### src/rtl/uart_regbank_pkg.sv
package uart_regbank_pkg;

  localparam int OFS_DATA = 0;
  localparam int OFS_IER  = 1;
  localparam int OFS_LCR  = 3;
  localparam int OFS_LSR  = 5;
  localparam int LCR_BANK_BIT = 7;

  // line status layout: bit0 data ready, bit1 overrun, bit5 tx empty, bit6 tx idle
  function automatic logic [7:0] lsr_pack(input logic dr, input logic oe,
                                          input logic thre, input logic temt);
    logic [7:0] v;
    v    = 8'h00;
    v[0] = dr;
    v[1] = oe;
    v[5] = thre;
    v[6] = temt;
    return v;
  endfunction

  // tick when the counter has reached the last step of a nonzero divisor
  function automatic logic baud_hit(input logic [15:0] cnt, input logic [15:0] div);
    return (div != 16'd0) && (cnt == div - 16'd1);
  endfunction

endpackage

### src/rtl/uart_fifo.sv
module uart_fifo #(
  parameter int W     = 8,
  parameter int DEPTH = 16,
  localparam int AW    = (DEPTH > 1) ? $clog2(DEPTH) : 1,
  localparam int LVL_W = AW + 1
) (
  input  logic             clk,
  input  logic             rst_n,
  input  logic             push,
  input  logic [W-1:0]     wdata,
  input  logic             pop,
  output logic [W-1:0]     head,
  output logic             empty,
  output logic             full,
  output logic             drop,
  output logic [LVL_W-1:0] level
);

  logic [W-1:0]  mem [DEPTH];
  logic [AW-1:0] wr_ptr, rd_ptr;
  logic          push_ok, pop_ok;

  assign empty   = (level == '0);
  assign full    = (level == LVL_W'(DEPTH));
  assign push_ok = push & ~full;
  assign pop_ok  = pop & ~empty;
  assign drop    = push & full;
  assign head    = mem[rd_ptr];

  function automatic logic [AW-1:0] ptr_next(input logic [AW-1:0] p);
    return (p == AW'(DEPTH - 1)) ? '0 : p + AW'(1);
  endfunction

  always_ff @(posedge clk) begin
    if (push_ok) mem[wr_ptr] <= wdata;
  end

  always_ff @(posedge clk) begin
    if (!rst_n) begin
      wr_ptr <= '0;
      rd_ptr <= '0;
      level  <= '0;
    end else begin
      if (push_ok) wr_ptr <= ptr_next(wr_ptr);
      if (pop_ok)  rd_ptr <= ptr_next(rd_ptr);
      case ({push_ok, pop_ok})
        2'b10:   level <= level + LVL_W'(1);
        2'b01:   level <= level - LVL_W'(1);
        default: level <= level;
      endcase
    end
  end

endmodule

### src/rtl/uart_baud_gen.sv
module uart_baud_gen #(
  parameter int DIV_W = 16
) (
  input  logic             clk,
  input  logic             rst_n,
  input  logic [DIV_W-1:0] divisor,
  input  logic             reload,
  output logic             tick
);
  import uart_regbank_pkg::*;

  logic [DIV_W-1:0] cnt;

  assign tick = baud_hit(16'(cnt), 16'(divisor));

  always_ff @(posedge clk) begin
    if (!rst_n)                           cnt <= '0;
    else if (reload || divisor == '0)     cnt <= '0;
    else if (tick)                        cnt <= '0;
    else                                  cnt <= cnt + DIV_W'(1);
  end

endmodule

### src/rtl/uart_regbank.sv
module uart_regbank #(
  parameter int ADDR_W     = 3,
  parameter int FIFO_DEPTH = 16,
  localparam int LVL_W     = ((FIFO_DEPTH > 1) ? $clog2(FIFO_DEPTH) : 1) + 1
) (
  input  logic              clk,
  input  logic              rst_n,
  input  logic [ADDR_W-1:0] host_addr,
  input  logic              host_wr,
  input  logic              host_rd,
  input  logic [7:0]        host_wdata,
  output logic [7:0]        host_rdata,
  output logic              tx_valid,
  output logic [7:0]        tx_data,
  input  logic              tx_pop,
  input  logic              tx_busy,
  input  logic              rx_push,
  input  logic [7:0]        rx_data,
  output logic              baud_tick
);
  import uart_regbank_pkg::*;

  logic [7:0]  lcr_q, ier_q, dll_q, dlm_q;
  logic        ovr_flag;
  logic        dlab;
  logic        sel_data, sel_ier, sel_lcr, sel_lsr;
  logic        rx_pop_req, tx_push_req, div_wr, lsr_rd;
  logic        rx_empty, rx_full, rx_drop;
  logic        tx_empty, tx_full, tx_drop;
  logic [7:0]  rx_head;
  logic [LVL_W-1:0] rx_level, tx_level;
  logic [15:0] divisor;
  logic        thre, temt;

  assign dlab     = lcr_q[LCR_BANK_BIT];
  assign sel_data = (host_addr == ADDR_W'(OFS_DATA));
  assign sel_ier  = (host_addr == ADDR_W'(OFS_IER));
  assign sel_lcr  = (host_addr == ADDR_W'(OFS_LCR));
  assign sel_lsr  = (host_addr == ADDR_W'(OFS_LSR));

  // named access events
  assign rx_pop_req  = host_rd & sel_data & ~dlab;
  assign tx_push_req = host_wr & sel_data & ~dlab;
  assign div_wr      = host_wr & dlab & (sel_data | sel_ier);
  assign lsr_rd      = host_rd & sel_lsr;

  assign divisor = {dlm_q, dll_q};
  assign thre    = tx_empty;
  assign temt    = tx_empty & ~tx_busy;

  uart_fifo #(.W(8), .DEPTH(FIFO_DEPTH)) u_rx_fifo (
    .clk   (clk),
    .rst_n (rst_n),
    .push  (rx_push),
    .wdata (rx_data),
    .pop   (rx_pop_req),
    .head  (rx_head),
    .empty (rx_empty),
    .full  (rx_full),
    .drop  (rx_drop),
    .level (rx_level)
  );

  uart_fifo #(.W(8), .DEPTH(FIFO_DEPTH)) u_tx_fifo (
    .clk   (clk),
    .rst_n (rst_n),
    .push  (tx_push_req),
    .wdata (host_wdata),
    .pop   (tx_pop),
    .head  (tx_data),
    .empty (tx_empty),
    .full  (tx_full),
    .drop  (tx_drop),
    .level (tx_level)
  );

  assign tx_valid = ~tx_empty;

  uart_baud_gen #(.DIV_W(16)) u_baud (
    .clk     (clk),
    .rst_n   (rst_n),
    .divisor (divisor),
    .reload  (div_wr),
    .tick    (baud_tick)
  );

  always_ff @(posedge clk) begin
    if (!rst_n) begin
      lcr_q <= 8'h00;
      ier_q <= 8'h00;
      dll_q <= 8'h00;
      dlm_q <= 8'h00;
    end else if (host_wr) begin
      if (sel_lcr)                 lcr_q <= host_wdata;
      if (sel_ier && !dlab)        ier_q <= host_wdata;
      if (sel_ier && dlab)         dlm_q <= host_wdata;
      if (sel_data && dlab)        dll_q <= host_wdata;
    end
  end

  // sticky overrun: a new drop wins over a clearing read in the same cycle
  always_ff @(posedge clk) begin
    if (!rst_n) ovr_flag <= 1'b0;
    else        ovr_flag <= (ovr_flag & ~lsr_rd) | rx_drop;
  end

  always_comb begin
    host_rdata = 8'h00;
    if (sel_data)     host_rdata = dlab ? dll_q : (rx_empty ? 8'h00 : rx_head);
    else if (sel_ier) host_rdata = dlab ? dlm_q : ier_q;
    else if (sel_lcr) host_rdata = lcr_q;
    else if (sel_lsr) host_rdata = lsr_pack(~rx_empty, ovr_flag, thre, temt);
  end

endmodule

### config.mk
export PLATFORM = sky130hd
export DESIGN_NAME = uart_regbank
export DESIGN_NICKNAME = d
export VERILOG_FILES = /design/src/rtl/uart_regbank_pkg.sv /design/src/rtl/uart_fifo.sv /design/src/rtl/uart_baud_gen.sv /design/src/rtl/uart_regbank.sv
export SDC_FILE = /design/constraint.sdc
export NUM_CORES = 1
export LEC_CHECK = 0
export BUFFER_PORTS_ARGS = -buffer_cell sky130_fd_sc_hd__buf_2
export CORE_UTILIZATION = 55
export DETAILED_ROUTE_END_ITERATION = 7
export MAX_ROUTING_LAYER = met4
export PLACE_DENSITY_LB_ADDON = 0.15
export SYNTH_ARGS = -nofsm -noshare
export SYNTH_HDL_FRONTEND = slang
export SYNTH_HIERARCHICAL = 1
export SYNTH_SLANG_ARGS = --single-unit
### constraint.sdc
create_clock -name clk -period 9.45 [get_ports clk]
set_clock_uncertainty 0.05 [all_clocks]
set_input_delay 1.89 -clock clk [delete_from_list [all_inputs] [get_ports clk]]
set_output_delay 1.89 -clock clk [all_outputs]
set_load 0.005 [all_outputs]
==> results of run 1 <==
[worst min-delay path by stage]
stage / from / endpoint / slack [ps] / cells past startpoint
after detailed placement: lcr_q[0] / lcr_q[0] / 400 / 2
after floorplan: lcr_q[6] / lcr_q[6] / 390 / 2
final: lcr_q[0] / lcr_q[0] / 410 / 2
after global placement: lcr_q[5] / lcr_q[5] / 400 / 2
after global routing: lcr_q[3] / lcr_q[3] / 430 / 2
after CTS: lcr_q[0] / lcr_q[0] / 410 / 2
[critical path, stage by stage, from the launching register on]
cell and delay, ps:
dfxtp_1 350, inv_1 70, ha_1 260, nor4b_2 360, nand2_1 180, or4_4 500, xnor2_1 130, or4_1 500
and4b_1 660, buf_2 220
[flip-flops by register name, summed over array words and instances, names as in the netlist, named ones only]
signal	flops
u_tx_fifo/wr_ptr	4
u_rx_fifo/wr_ptr	4
u_tx_fifo/mem	128
u_rx_fifo/rd_ptr	4
u_rx_fifo/mem	128
u_tx_fifo/rd_ptr	4
ovr_flag	1
lcr_q	8
dlm_q	8
ier_q	8
dll_q	8
u_baud/cnt	16
u_rx_fifo/level	5
u_tx_fifo/level	5
[cells in the final DEF, fill, tap and decap left out, types with 6 or more instances in the layout]
master and count:
clkbuf_16 37, edfxtp_1 256, clkbuf_1 11, xor2_1 18
dfxtp_1 79, nand3_1 44, nand3b_1 13, buf_2 43
a31oi_1 9, and4_1 6, nor4_1 6, nor3_1 15
xnor2_1 26, o21ai_0 22, ha_1 18, mux4_2 32
nand2b_1 9, clkinv_1 8, nand2_1 77, a21oi_1 54
mux4_1 48, inv_1 20, nor2_1 45, and3_1 19
mux2i_1 16, o21ai_1 8, and2_1 8
[per-layer routing]
layer | vias to the layer above | routed length (um) | share of wire
met5 | - | 0 | 0
met4 | 0 | 582 | 0.020
met3 | 50 | 1610 | 0.054
met2 | 217 | 13930 | 0.47
met1 | 4245 | 13560 | 0.46
li1 | 3931 | - | -
[power groups by stage]
stage	clock (mW)	combinational, mW	sequential [mW]
finish	1.30	0.258	1.67
global route	1.39	0.283	1.67
CTS	1.33	0.261	1.67
detailed placement	0	0.259	1.70
global placement	0	0.255	1.70
floorplan	0	0.226	1.66
[through the flow]
step	utilization	total power, mW
4_1_cts	0.6185	3.257
3_3_place_gp	0.5774	1.954
6_report	0.6185	3.228
3_5_place_dp	0.5774	1.958
2_1_floorplan	-	1.885
5_1_grt	0.6185	3.343
[layout make-up]
type	count	area [sq um]	area share
Clock buffer	49	980.9	0.06035
Clock inverter	13	100.1	0.006158
Inverter	24	90.09	0.005542
Multi-Input combinational cell	569	5072	0.3121
Sequential cell	339	9354	0.5755
Tap cell	335	419.2	0.02579
Timing Repair Buffer	46	237.7	0.01463
==> results.py, run 1 <==
metrics = {
    "global_routing": {
        "antenna_found_initial": 0,
        "grtUsageMet3": 0.03575,
        "grt_pass1_vias": 8350,
        "use_met1": 0.3219,
        "grt_pass1_wl_um": 47630,
        "grt_busiest_layer": "met2",
        "use_met2": 0.3551,
        "grt_overflow": 0,
        "grt_max_degree": 34,
        "grt_usage": 0.2303,
    },
    "power": {
        "pwr-share-seq": 0.516,
        "comb_power_share": 0.080,
        "power_density_nw_per_um2": 198.6,
        "switching_share": 0.2242,
        "leakage_nw": 5.497,
        "clockPowerShare": 0.404,
        "irDropWorstVdd_uv": 156.4,
        "p_int_mw": 2.504,
        "p_switching_uw": 723.7,
    },
    "synthesis": {
        "yosysWarnings": 6,
        "synth.net_count": 1032,
        "syn_area_sq_um": 14860,
        "syn_inst": 988,
        "syn_area_per_cell_sq_um": 15.04,
    },
    "sta": {
        "holdWs_ps": 407.1,
        "worst_slack_ps": 3755,
        "slew_headroom": 0.2828,
        "worst_pin_slew_ps": 1075,
        "rsz0062_at_grt": "false",
        "min_period_ps": 5695,
        "tns_ps": 0,
        "hold_violations": 0,
        "fin_crit_sh": 0.6026,
        "maxSlewViolCount": 0,
        "max_freq_ghz": 0.1756,
        "setup_viol": 0,
    },
    "cells_and_area": {
        "fin_area_sq_um": 16250,
        "drive_gt1_frac": 0.1346,
        "synthToLayoutAreaGrowth_pct": 9.352,
        "finalNonFillerCells": 1375,
        "fillers": 1957,
        "final_nets": 1060,
        "antenna_cells": 0,
    },
    "setup_path": {
        "required_ps": 7510,
        "arrival_ps": 3750,
        "cp_max_fo": 17,
        "worstSetupStartpoint": "dll_q[0]",
        "worstSetupEndpoint": "baud_tick",
        "worstRegToRegCells": 9,
        "r2r_slack_ps": 6120,
        "critPathKind": "reg -> out",
        "r2r_start": "dll_q[0]",
        "end_kind": "output port",
        "start_kind": "flip-flop",
        "r2r-end": "u_baud/cnt[9]",
    },
    "place": {
        "dp_cells": 1313,
        "dp_hpwl_um": 19270,
        "dp_slack_ps": 4007,
        "port_buffers": 43,
        "place_area_sq_um": 15170,
        "place_congestion": 0.8312,
    },
    "die": {
        "die_area_sq_um": 27690,
        "die_h_um": 166.4,
        "fp.dieW_um": 166.4,
        "rows": 59,
        "initial_core_util": 0.5656,
        "core_sq_um": 26280,
        "ios": 44,
    },
    "detailed_routing": {
        "drc_errors": 5,
        "first_pass_iters": 6,
        "routedWlPerCell_um": 21.59,
        "detail-route-antenna-nets": 0,
        "drt_iter0_drc": 789,
        "vias": 8443,
        "vias_per_cell": 6.140,
        "routed_wl_um": 29680,
    },
    "cts": {
        "postCtsResizedCells": 0,
        "clockRootBuffer": "clkbuf_16",
        "cts_num_sinks": 339,
        "cts_max_level": 2,
        "cts_buffers": 36,
        "postCtsHoldBufs": 0,
        "post_cts_buffers": 0,
        "tritoncts": "done",
        "clkTransAtPathRegs_ps": 60,
        "clk_latency_ps": 510,
        "cts_buffer_depth": 3,
    },
    "outcome": {
        "violations": "design-rule violations",
        "status": "finished with violations",
    },
    "flow_run": {
        "cap_viol_max_count": 0,
    },
    "hold_path": {
        "hold_class": "reg -> reg",
    },
}
Power figures use the tool's default switching activity.
==> run 2, diff against run 1 <==
==> constraint.sdc (replaced) <==
create_clock -name clk -period 4.9 [get_ports clk]
set_clock_uncertainty 0.05 [all_clocks]
set_input_delay 0.98 -clock clk [delete_from_list [all_inputs] [get_ports clk]]
set_output_delay 0.98 -clock clk [all_outputs]
set_load 0.005 [all_outputs]
==> run 2 against run 1 <==
  * The run still ends with design-rule violations left
  * Hold slack hardly changed
  * Sequential power is 92% higher
  * Clock-buffer cell count is 3 lower
  * Cell area is 0.13% higher
  * Combinational power is 95% higher
  * Worst setup slack worse by 3400 ps
  * Wire length is 0.77% lower
  * Critical endpoint unchanged
  * Largest power group unchanged
==> results.py, run 2 (synthesis gave the netlist of run 1 again) <==
metrics = {
    "detailed_routing": {
        "vias": 8451,
        "drt_iter0_drc": 883,
        "vias_per_cell": 6.119,
        "detail-route-antenna-nets": 0,
        "routedWlPerCell_um": 21.33,
        "first_pass_iters": 7,
        "drc_errors": 5,
        "routed_wl_um": 29460,
    },
    "setup_path": {
        "required_ps": 3870,
        "arrival_ps": 3500,
        "r2r_start": "lcr_q[7]",
        "start_kind": "flip-flop",
        "cp_max_fo": 17,
        "critPathKind": "reg -> out",
        "critPathMaxStageDelay_ps": 510,
        "worstRegToRegCells": 11,
        "path_cells": "inv_1 > ha_1 > nor4b_2 > nand2_1 > or4_4 > xnor2_1 > or4_1 > and4b_1 > buf_4 > buf_2",
        "critPathSlowestCell": "or4_1",
        "r2r-end": "u_tx_fifo/level[2]",
        "r2r_slack_ps": 1700,
        "end_kind": "output port",
        "worstSetupStartpoint": "dll_q[0]",
    },
    "sta": {
        "setup_viol": 0,
        "max_freq_ghz": 0.2207,
        "worst_pin_slew_ps": 1072,
        "fin_crit_sh": 0.9246,
        "slew_headroom": 0.2850,
        "rsz0062_at_grt": "false",
        "worst_slack_ps": 369.5,
        "tns_ps": 0,
        "maxSlewViolCount": 0,
        "hold_violations": 0,
        "min_period_ps": 4531,
    },
    "cts": {
        "clkTransAtPathRegs_ps": 60,
        "postCtsResizedCells": 0,
        "post_cts_buffers": 0,
        "cts_buffers": 36,
        "clockRootBuffer": "clkbuf_16",
        "cts_max_level": 2,
        "cts_buffer_depth": 3,
        "clk_latency_ps": 510,
        "tritoncts": "done",
        "postCtsHoldBufs": 0,
        "cts_num_sinks": 339,
    },
    "outcome": {
        "status": "finished with violations",
        "violations": "design-rule violations",
    },
    "place": {
        "dp_hpwl_um": 19290,
        "dp_cells": 1318,
        "place_area_sq_um": 15210,
        "port_buffers": 43,
        "place_congestion": 0.8521,
        "dp_slack_ps": 868.7,
    },
    "die": {
        "initial_core_util": 0.5656,
        "core_sq_um": 26280,
        "die_h_um": 166.4,
        "ios": 44,
        "die_area_sq_um": 27690,
        "rows": 59,
        "fp.dieW_um": 166.4,
    },
    "flow_run": {
        "cap_viol_max_count": 0,
    },
    "cells_and_area": {
        "synthToLayoutAreaGrowth_pct": 9.495,
        "final_nets": 1065,
        "largestRegisters": "u_rx_fifo/mem: 128 flops, u_tx_fifo/mem: 128 flops, u_baud/cnt: 16 flops",
        "final_cell_mix": "edfxtp_1 (256), dfxtp_1 (80), nand2_1 (77)",
        "finalNonFillerCells": 1381,
        "fin_area_sq_um": 16280,
        "fillers": 1955,
        "layout_commonest_cell": "edfxtp_1",
        "antenna_cells": 0,
        "drive_gt1_frac": 0.1396,
    },
    "power": {
        "power_density_nw_per_um2": 379.4,
        "irDropWorstVdd_uv": 332.9,
        "leakage_nw": 5.519,
    },
    "hold_path": {
        "min_path_cells": 2,
        "hold_class": "reg -> reg",
        "hold_end": "lcr_q[1]",
        "hp-start": "lcr_q[1]",
    },
    "global_routing": {
        "grt_max_degree": 34,
        "grt_pass1_wl_um": 46460,
        "grt_usage": 0.2241,
        "grt_overflow": 0,
        "grt_pass1_vias": 8122,
        "antenna_found_initial": 0,
    },
}
## run 2: cell types whose count changed in the layout (fill, tap and decap cells not counted), sizes merged
cell,delta
buf,+5
clkinv,+4
clkbuf,-3
## run 2: layout make-up
cell class / instances / area [sq um] / area share
Clock inverter: 17 / 127.6 / 0.007841
Multi-Input combinational cell: 569 / 5072 / 0.3117
Tap cell: 335 / 419.2 / 0.02575
Inverter: 24 / 90.09 / 0.005535
Timing Repair Buffer: 51 / 275.3 / 0.01691
Clock buffer: 46 / 938.4 / 0.05766
Sequential cell: 339 / 9353 / 0.5746
## run 2: critical path: cells and delay by family, from the launching register on
family | cells | cell delay [ps]
xor gates and xnor gates | 1 | 130
adders and majority gates | 1 | 250
buffers and inverters | 3 | 430
DFF | 1 | 360
and+or+nand+nor | 5 | 1820
## run 2: metal layers
layer	global-route usage	share of wire
met5	-	0
met1	0.3181	0.46
met2	0.3412	0.46
met3	0.03575	0.061
met4	0.05596	0.017
## run 2: worst max path at each step
stage | to | cells past startpoint
final | baud_tick | 10
after global routing | baud_tick | 10
after CTS | baud_tick | 10
after detailed placement | u_tx_fifo/level[2] | 12
after global placement | baud_tick | 10
after floorplan | u_rx_fifo/level[2] | 13
## run 2: report_power, final
| group | leakage, nW | internal (mW) | switching, mW |
|---|---|---|---|
| combinational | 2.02 | 0.253 | 0.249 |
| clock | 0.518 | 1.41 | 1.05 |
| sequential | 2.98 | 3.12 | 0.0925 |
| total | 5.52 | 4.79 | 1.39 |
## run 2: through the flow
stage / util / total power [mW] / hold WS, ps
6_report: 0.6193 / 6.175 / 406.6
2_1_floorplan: - / 3.636 / 385.7
4_1_cts: 0.6193 / 6.235 / 406.1
3_3_place_gp: 0.5787 / 3.774 / 393.7
5_1_grt: 0.6193 / 6.386 / 429.2
3_5_place_dp: 0.5787 / 3.778 / 398.2
